===== src/rtl/lcd_scan_pkg.sv =====
package lcd_scan_pkg;
  localparam int NUM_FP = 40;
  localparam int NUM_BP = 4;
  localparam int DIV_W  = 3;

  typedef enum logic [1:0] {
    LVL_V0 = 2'd0,
    LVL_V1 = 2'd1,
    LVL_V2 = 2'd2,
    LVL_V3 = 2'd3
  } lvl_e;

  function automatic lvl_e bp_code(input logic sel, input logic pol);
    if (pol) return sel ? LVL_V0 : LVL_V2;
    else     return sel ? LVL_V3 : LVL_V1;
  endfunction

  function automatic lvl_e fp_code(input logic on, input logic pol);
    if (pol) return on ? LVL_V3 : LVL_V1;
    else     return on ? LVL_V0 : LVL_V2;
  endfunction
endpackage


===== src/rtl/lcd_prescaler.sv =====
module lcd_prescaler #(
  parameter int DIV_W         = 3,
  parameter int BASE_DIV_LOG2 = 10,
  parameter int MAX_DIV_CODE  = 5
) (
  input  logic             clk_i,
  input  logic             rst_ni,
  input  logic             run_i,
  input  logic [DIV_W-1:0] div_code_i,
  output logic             tick_o
);
  localparam int CNT_W = BASE_DIV_LOG2 + MAX_DIV_CODE;
  localparam logic [CNT_W:0] ONE = 1;

  logic [CNT_W-1:0] cnt_q;
  logic [DIV_W-1:0] code_c;
  logic [CNT_W:0]   lim_w;
  logic [CNT_W-1:0] lim;

  always_comb begin
    code_c = (div_code_i > DIV_W'(MAX_DIV_CODE)) ? DIV_W'(MAX_DIV_CODE) : div_code_i;
    lim_w  = (ONE << (BASE_DIV_LOG2 + int'(code_c))) - ONE;
    lim    = lim_w[CNT_W-1:0];
  end

  assign tick_o = run_i && (cnt_q == lim);

  always_ff @(posedge clk_i or negedge rst_ni) begin
    if (!rst_ni)      cnt_q <= '0;
    else if (!run_i)  cnt_q <= '0;
    else if (tick_o)  cnt_q <= '0;
    else              cnt_q <= cnt_q + 1'b1;
  end

  // divider of at least 2 never yields back-to-back ticks
  p_tick_gap_r3: assert property (@(posedge clk_i) disable iff (!rst_ni)
    tick_o |=> !tick_o);
  p_cnt_bound_r3: assert property (@(posedge clk_i) disable iff (!rst_ni)
    run_i |-> cnt_q <= lim);
endmodule


===== src/rtl/lcd_phase_seq.sv =====
module lcd_phase_seq #(
  parameter int NUM_BP = 4,
  parameter int DIV_W  = 3,
  localparam int BP_W  = $clog2(NUM_BP)
) (
  input  logic             clk_i,
  input  logic             rst_ni,
  input  logic             run_i,
  input  logic             tick_i,
  input  logic [BP_W-1:0]  pend_duty_i,
  input  logic [DIV_W-1:0] pend_div_i,
  output logic [BP_W-1:0]  phase_o,
  output logic             pol_o,
  output logic [BP_W-1:0]  act_duty_o,
  output logic [DIV_W-1:0] act_div_o
);
  logic frame_end;
  assign frame_end = tick_i && (phase_o == act_duty_o);

  always_ff @(posedge clk_i or negedge rst_ni) begin
    if (!rst_ni) begin
      phase_o    <= '0;
      pol_o      <= 1'b0;
      act_duty_o <= BP_W'(NUM_BP - 1);
      act_div_o  <= '0;
    end else if (!run_i) begin
      phase_o    <= '0;
      pol_o      <= 1'b0;
      act_duty_o <= pend_duty_i;
      act_div_o  <= pend_div_i;
    end else if (frame_end) begin
      phase_o    <= '0;
      pol_o      <= ~pol_o;
      act_duty_o <= pend_duty_i;
      act_div_o  <= pend_div_i;
    end else if (tick_i) begin
      phase_o    <= phase_o + 1'b1;
    end
  end

  p_phase_range_r4: assert property (@(posedge clk_i) disable iff (!rst_ni)
    phase_o <= act_duty_o);
  p_pol_at_frame_r7: assert property (@(posedge clk_i) disable iff (!rst_ni)
    (run_i && $past(run_i) && (pol_o != $past(pol_o))) |-> (phase_o == '0));
  p_cfg_at_frame_r8: assert property (@(posedge clk_i) disable iff (!rst_ni)
    (run_i && $past(run_i) && ((act_duty_o != $past(act_duty_o)) ||
     (act_div_o != $past(act_div_o)))) |-> (phase_o == '0));
endmodule


===== src/rtl/lcd_level_enc.sv =====
module lcd_level_enc
  import lcd_scan_pkg::*;
#(
  parameter int NUM_FP = 40,
  parameter int NUM_BP = 4,
  localparam int BP_W  = $clog2(NUM_BP)
) (
  input  logic                disp_en_i,
  input  logic [BP_W-1:0]     phase_i,
  input  logic                pol_i,
  input  logic [BP_W-1:0]     duty_i,
  input  logic [NUM_FP-1:0]   fp_en_i,
  input  logic [NUM_FP-1:0]   seg_row_i,
  output logic [2*NUM_FP-1:0] fp_lvl_o,
  output logic [NUM_FP-1:0]   fp_oe_o,
  output logic [2*NUM_BP-1:0] bp_lvl_o,
  output logic [NUM_BP-1:0]   bp_oe_o
);
  for (genvar g = 0; g < NUM_FP; g++) begin : g_fp
    lvl_e lvl;
    assign lvl                = fp_code(seg_row_i[g], pol_i);
    assign fp_oe_o[g]         = disp_en_i && fp_en_i[g];
    assign fp_lvl_o[2*g +: 2] = fp_oe_o[g] ? lvl : LVL_V0;
  end

  for (genvar b = 0; b < NUM_BP; b++) begin : g_bp
    lvl_e lvl;
    assign lvl                = bp_code(phase_i == BP_W'(b), pol_i);
    assign bp_oe_o[b]         = disp_en_i && (BP_W'(b) <= duty_i);
    assign bp_lvl_o[2*b +: 2] = bp_oe_o[b] ? lvl : LVL_V0;
  end
endmodule


===== src/rtl/lcd_scan_ctrl.sv =====
module lcd_scan_ctrl
  import lcd_scan_pkg::*;
#(
  parameter int NUM_FP        = lcd_scan_pkg::NUM_FP,
  parameter int NUM_BP        = lcd_scan_pkg::NUM_BP,
  parameter int DIV_W         = lcd_scan_pkg::DIV_W,
  parameter int BASE_DIV_LOG2 = 10,
  parameter int MAX_DIV_CODE  = 5,
  localparam int BP_W         = $clog2(NUM_BP)
) (
  input  logic                clk_i,
  input  logic                rst_ni,
  input  logic                cfg_we_i,
  input  logic [BP_W-1:0]     cfg_duty_i,
  input  logic [DIV_W-1:0]    cfg_div_i,
  input  logic                en_we_i,
  input  logic                en_i,
  input  logic                fpen_we_i,
  input  logic [NUM_FP-1:0]   fpen_i,
  input  logic                seg_we_i,
  input  logic [BP_W-1:0]     seg_row_i,
  input  logic [NUM_FP-1:0]   seg_data_i,
  output logic [2*NUM_FP-1:0] fp_lvl_o,
  output logic [NUM_FP-1:0]   fp_oe_o,
  output logic [2*NUM_BP-1:0] bp_lvl_o,
  output logic [NUM_BP-1:0]   bp_oe_o
);
  logic              disp_en_q;
  logic [NUM_FP-1:0] fp_en_q;
  logic [BP_W-1:0]   pend_duty_q;
  logic [DIV_W-1:0]  pend_div_q;
  logic [NUM_FP-1:0] seg_q [NUM_BP];

  logic              tick;
  logic [BP_W-1:0]   phase;
  logic              pol;
  logic [BP_W-1:0]   act_duty;
  logic [DIV_W-1:0]  act_div;

  always_ff @(posedge clk_i or negedge rst_ni) begin
    if (!rst_ni) begin
      disp_en_q   <= 1'b0;
      fp_en_q     <= '0;
      pend_duty_q <= BP_W'(NUM_BP - 1);
      pend_div_q  <= '0;
    end else begin
      if (en_we_i)   disp_en_q <= en_i;
      if (fpen_we_i) fp_en_q   <= fpen_i;
      if (cfg_we_i) begin
        pend_duty_q <= cfg_duty_i;
        pend_div_q  <= cfg_div_i;
      end
    end
  end

  for (genvar r = 0; r < NUM_BP; r++) begin : g_seg
    always_ff @(posedge clk_i or negedge rst_ni) begin
      if (!rst_ni)                                  seg_q[r] <= '0;
      else if (seg_we_i && (seg_row_i == BP_W'(r))) seg_q[r] <= seg_data_i;
    end
  end

  lcd_prescaler #(
    .DIV_W        (DIV_W),
    .BASE_DIV_LOG2(BASE_DIV_LOG2),
    .MAX_DIV_CODE (MAX_DIV_CODE)
  ) u_presc (
    .clk_i     (clk_i),
    .rst_ni    (rst_ni),
    .run_i     (disp_en_q),
    .div_code_i(act_div),
    .tick_o    (tick)
  );

  lcd_phase_seq #(
    .NUM_BP(NUM_BP),
    .DIV_W (DIV_W)
  ) u_seq (
    .clk_i      (clk_i),
    .rst_ni     (rst_ni),
    .run_i      (disp_en_q),
    .tick_i     (tick),
    .pend_duty_i(pend_duty_q),
    .pend_div_i (pend_div_q),
    .phase_o    (phase),
    .pol_o      (pol),
    .act_duty_o (act_duty),
    .act_div_o  (act_div)
  );

  lcd_level_enc #(
    .NUM_FP(NUM_FP),
    .NUM_BP(NUM_BP)
  ) u_enc (
    .disp_en_i(disp_en_q),
    .phase_i  (phase),
    .pol_i    (pol),
    .duty_i   (act_duty),
    .fp_en_i  (fp_en_q),
    .seg_row_i(seg_q[phase]),
    .fp_lvl_o (fp_lvl_o),
    .fp_oe_o  (fp_oe_o),
    .bp_lvl_o (bp_lvl_o),
    .bp_oe_o  (bp_oe_o)
  );

  logic [NUM_BP-1:0] sel_seen;
  always_comb begin
    for (int b = 0; b < NUM_BP; b++)
      sel_seen[b] = bp_oe_o[b] && (bp_lvl_o[2*b +: 2] == (pol ? LVL_V0 : LVL_V3));
  end

  p_hiz_when_off_r2: assert property (@(posedge clk_i) disable iff (!rst_ni)
    !disp_en_q |-> ((fp_oe_o == '0) && (bp_oe_o == '0)));
  p_one_select_r5: assert property (@(posedge clk_i) disable iff (!rst_ni)
    disp_en_q |-> ($countones(sel_seen) == 1));
endmodule


===== config.mk =====
export PLATFORM = sky130hd
export DESIGN_NAME = lcd_scan_ctrl
export DESIGN_NICKNAME = d
export VERILOG_FILES = /design/src/rtl/lcd_scan_pkg.sv /design/src/rtl/lcd_prescaler.sv /design/src/rtl/lcd_phase_seq.sv /design/src/rtl/lcd_level_enc.sv /design/src/rtl/lcd_scan_ctrl.sv
export SDC_FILE = /design/constraint.sdc
export NUM_CORES = 1
export LEC_CHECK = 0
export ABC_CLOCK_PERIOD_IN_PS = 2400
export BUFFER_PORTS_ARGS = -buffer_cell sky130_fd_sc_hd__buf_2
export CAP_MARGIN = 20
export CORE_MARGIN = 2
export CORE_UTILIZATION = 50
export DETAILED_ROUTE_END_ITERATION = 16
export GPL_TIMING_DRIVEN = 0
export PLACE_DENSITY = 0.74
export SLEW_MARGIN = 0
export SYNTH_ARGS = -nofsm -noshare
export SYNTH_HDL_FRONTEND = slang
export SYNTH_SLANG_ARGS = --single-unit

===== constraint.sdc =====
create_clock -name clk_i -period 2.4 [get_ports clk_i]
set_clock_uncertainty 0.05 [all_clocks]
set_input_delay 0.48 -clock clk_i [delete_from_list [all_inputs] [get_ports clk_i]]
set_output_delay 0.48 -clock clk_i [all_outputs]
set_load 0.05 [all_outputs]

==> flow_summary_export.csv <==
group,metric,value,unit
synthesis,netlist-cell-type-count,37,
finish,final-instance-count-excl-fill,1364,
synthesis,netlist_top_cells_area,"dfrtp_1, mux2_2, mux4_2",
synthesis,synth.cell_area,11100,um^2
pwr,cellLeakagePower,6.56,nW
synthesis,xor_xnor_share_of_the_synthesized_area,0.0466,
synthesis,post_synthesis_mux_area_share,0.299,
routing,avgRoutedWirePerCell,19.6,um
synthesis,synthesis.nets,901,
worst_setup_path,worst-endpoint-required,1.87,ns
pwr,p_clk_frac,0.337,
sta,finalSetupViolCount,42,
sta,grt_setup_unrepaired,"true",
clocking,clkSlewWorstSetupHoldPaths,0.06,ns
routing,routed_wl,26.8,mm
place,portBuffers,224,
floorplan,die_width,153,um
synthesis,post_synth_and_or_nand_nor_area_fraction,0.100,
run,maxCapViolCount,0,
worst_hold_path,min_path_type,"in -> reg",
finish,multiInputGateArea,5340,um^2
clocking,clock_tree.root_cell,"clkbuf_16",
floorplan,die_y,153,um
sta,max_clock_freq,352,MHz
pwr,seq_power_share,0.438,
pwr,p_sw,0.00311,W
clocking,cts_tree,"built",
sta,timing_worst_slew_pin_value,0.790,ns
routing,vias_per_cell,5.42,
synthesis,synth.yosys.warnings,0,
sta,timing_hold_violations_final,0,
place,hpwl,18.1,mm
routing,detail_route.drc_violations,0,
synthesis,netlist_instances,801,
floorplan,rows,54,
synthesis,synth_adder_area_share,0.00677,
sta,slew_violations,0,
outcome,violations,"negative setup slack",
sta,finalCritPeriodShare,1.18,
global_route,grt_remaining_overflow,0,
outcome,status,"complete, but fails checks",
clocking,max-clock-path-buffers,3,
clocking,cts_made_buffers,25,
floorplan,io_pins,226,
worst_setup_path,critPathMaxFanout,10,
worst_setup_path,criticalPathCategory,"reg -> out",
routing,firstDrtPassIters,4,
finish,post_layout_util,0.659,
synthesis,yosysTopAreaCellShare,0.508,
routing,drtIter0Drc,293,
synthesis,synth_top_family_by_area,"multiplexers",
sta,timing.final.ws_setup,-0.444,ns
floorplan,core_area,21800,um^2
floorplan,start_util,0.508,
worst_setup_path,timing.critical_path.arrival,2.31,ns
worst_setup_path,critPathLaunchType,"flip-flop",
pwr,netSwitchingFraction,0.283,
routing,postRouteAntennaNets,0,
routing,vias,7392,
global_route,pin_count_of_the_biggest_net_entering_global_routing,111,
place,place_congestion,0.793,
finish,n_fill_cell,1667,
pwr,vdd.ir_drop.worst,0.567,mV
synthesis,synth-seq-area-share,0.517,
finish,layout.nets,1163,
clocking,clk_latency,0.51,ns
clocking,clock-sinks,229,
global_route,antenna_found_initial,4,
synthesis,syn_avg_cell_area,13.8,um^2
floorplan,die_area,23400,um^2
worst_setup_path,timing.critical_path.to_type,"output port",
global_route,first_global_vias,7932,
place,dpl.cell_count,1307,
sta,max_slew_margin,0.473,
pwr,combinationalPowerShare,0.225,
synthesis,ys_seq_elements,229,
global_route,grt_util_all_layers,0.230,
sta,fin_crit,2.84,ns
synthesis,synth_largest_area_cell,"dfrtp_1",
clocking,ctsHtreeMaxLevel,1,
pwr,power-per-cell-area,765,nW/um^2
finish,drive_above_1_share,0.588,
finish,area_growth_synth_to_finish,29.7,%
global_route,global_route_wire_length_before_repair,42.7,mm
finish,final-seq-area,5740,um^2
synthesis,compound_gate_portion_of_the_synthesized_area,0.00813,
pwr,power_report.internal_total,0.00789,W
## power by group through the flow
stage / sequential, W / combinational [W] / clock (W)
finish: 0.00481 / 0.00248 / 0.00371
global route: 0.00490 / 0.00265 / 0.00394
CTS: 0.00481 / 0.00243 / 0.00378
detailed placement: 0.00487 / 0.00227 / 0
global placement: 0.00484 / 0.00220 / 0
floorplan: 0.00476 / 0.00172 / 0
## sequential cells by signal, summed over array words and instances, names as in the netlist, 2 cells and up
name and flops:
pend_duty_q 2, fp_en_q 40, u_presc.cnt_q 15, pend_div_q 3
u_seq.phase_o 2, u_seq.act_div_o 3, seg_q 160, u_seq.act_duty_o 2
## cell type report
type | instances | area share
Timing Repair Buffer | 236 | 0.117
Antenna cell | 4 | 0.000696
Tap cell | 280 | 0.0244
Multi-Input combinational cell | 513 | 0.372
Inverter | 5 | 0.00183
Buffer | 53 | 0.0299
Sequential cell | 229 | 0.399
Clock inverter | 8 | 0.00487
Clock buffer | 36 | 0.0506
## Yosys cell counts
cell	n
and2_1	86
nor2b_1	3
mux2i_1	2
nor3b_1	1
nand2_1	6
nor2_1	20
xnor2_1	46
o21ai_1	1
ha_1	6
nand3_1	8
o21bai_1	2
a32oi_1	1
or2_1	1
o211ai_1	1
nand4_2	2
mux2_2	206
o21ai_2	1
nand3b_1	2
and4_1	3
dfrtp_1	225
or3b_1	1
nand2b_1	3
and3_1	46
o31ai_1	1
buf_4	3
dfstp_2	4
nand4_1	3
mux4_2	40
o21ai_4	1
buf_2	9
clkbuf_1	24
buf_1	18
inv_1	5
o2111a_2	1
xor2_1	13
a31o_2	1
mux2_4	5
## metrics by stage
| step | instance area [um^2] | power (W) | hold WS [ns] | setup slack, ns | TNS, ns |
|---|---|---|---|---|---|
| finish | 14400 | 0.0110 | 0.145 | -0.444 | -15.65 |
| global route | 14400 | 0.0115 | 0.136 | -0.524 | -19.17 |
| CTS | 14100 | 0.0110 | 0.130 | -0.468 | -18.01 |
| detailed placement | 12700 | 0.00714 | 0.299 | -0.589 | -27.32 |
| global placement | 12600 | 0.00704 | 0.431 | -3.29 | -769.86 |
| floorplan | 11100 | 0.00648 | 0.134 | -0.00881 | -0.00881 |
## layer usage
layer  routed length (um)  global-route usage
met1                11600               0.313
met2                13200               0.388
met3                 1360              0.0403
met4                  607              0.0569
met5                    0                   0
## kinds of logic (layout without fill, tap and decap cells)
family | count (synthesis) | after routing
compound gates | 10 | 10
xor+xnor | 59 | 59
fa+ha+maj | 6 | 6
buf+inv | 59 | 338
flops | 229 | 229
mux | 253 | 253
other cells | 0 | 4
simple gates | 185 | 185
## cells in the final DEF (no fill, tap or decap), types with 3 or more instances in the layout
master	instances
and2_1	45
and2_2	18
and2_4	23
and3_1	46
and4_1	3
buf_1	15
buf_12	5
buf_2	144
buf_4	32
buf_6	32
buf_8	17
clkbuf_1	9
clkbuf_16	25
clkbuf_2	4
clkbuf_4	27
clkbuf_8	10
clkinv_2	5
dfrtp_1	224
dfstp_2	4
diode_2	4
ha_1	4
inv_1	3
mux2_2	206
mux2_4	5
mux4_2	40
nand2_1	6
nand2b_1	3
nand3_1	8
nand4_1	3
nor2_1	19
xnor2_1	29
xnor2_2	17
xor2_1	12
## worst max-delay path, stage by stage (launching register included)
cell     delay, ns
dfrtp_1       0.38
buf_8         0.16
buf_12        0.16
mux4_2        0.53
xnor2_2       0.22
and2_4        0.19
buf_8         0.14
## timing repair
action	CTS	global route
buffers inserted	4	5
gates resized for setup	186	82
pin swaps	2	1
hold buffers	1	0
gates cloned	0	0
setup endpoints to repair	128	115
hold endpoints to repair	25	0
## worst paths after layout
| kind | startpoint | end | slack, ns | cells after the start |
|---|---|---|---|---|
| min in group asynchronous | rst_ni | u_seq.phase_o[1]$_DFFE_PN0P_ | 0.36 | 2 |
| worst min-delay path | cfg_div_i[0] | pend_div_q[0]$_DFFE_PN0P_ | 0.15 | 2 |
| max in group asynchronous | rst_ni | seg_q[68]$_DFFE_PN0P_ | 1.13 | 3 |
| worst min register to register | seg_q[17]$_DFFE_PN0P_ | seg_q[17]$_DFFE_PN0P_ | 0.45 | 1 |
| worst max-delay path | u_seq.phase_o[0]$_DFFE_PN0P_ | fp_lvl_o[5] | -0.44 | 6 |
| worst max register to register | u_seq.phase_o[0]$_DFFE_PN0P_ | u_seq.act_div_o[0]$_DFFE_PN0P_ | 0.28 | 8 |
Note: power is estimated with default switching activity, not from simulation.
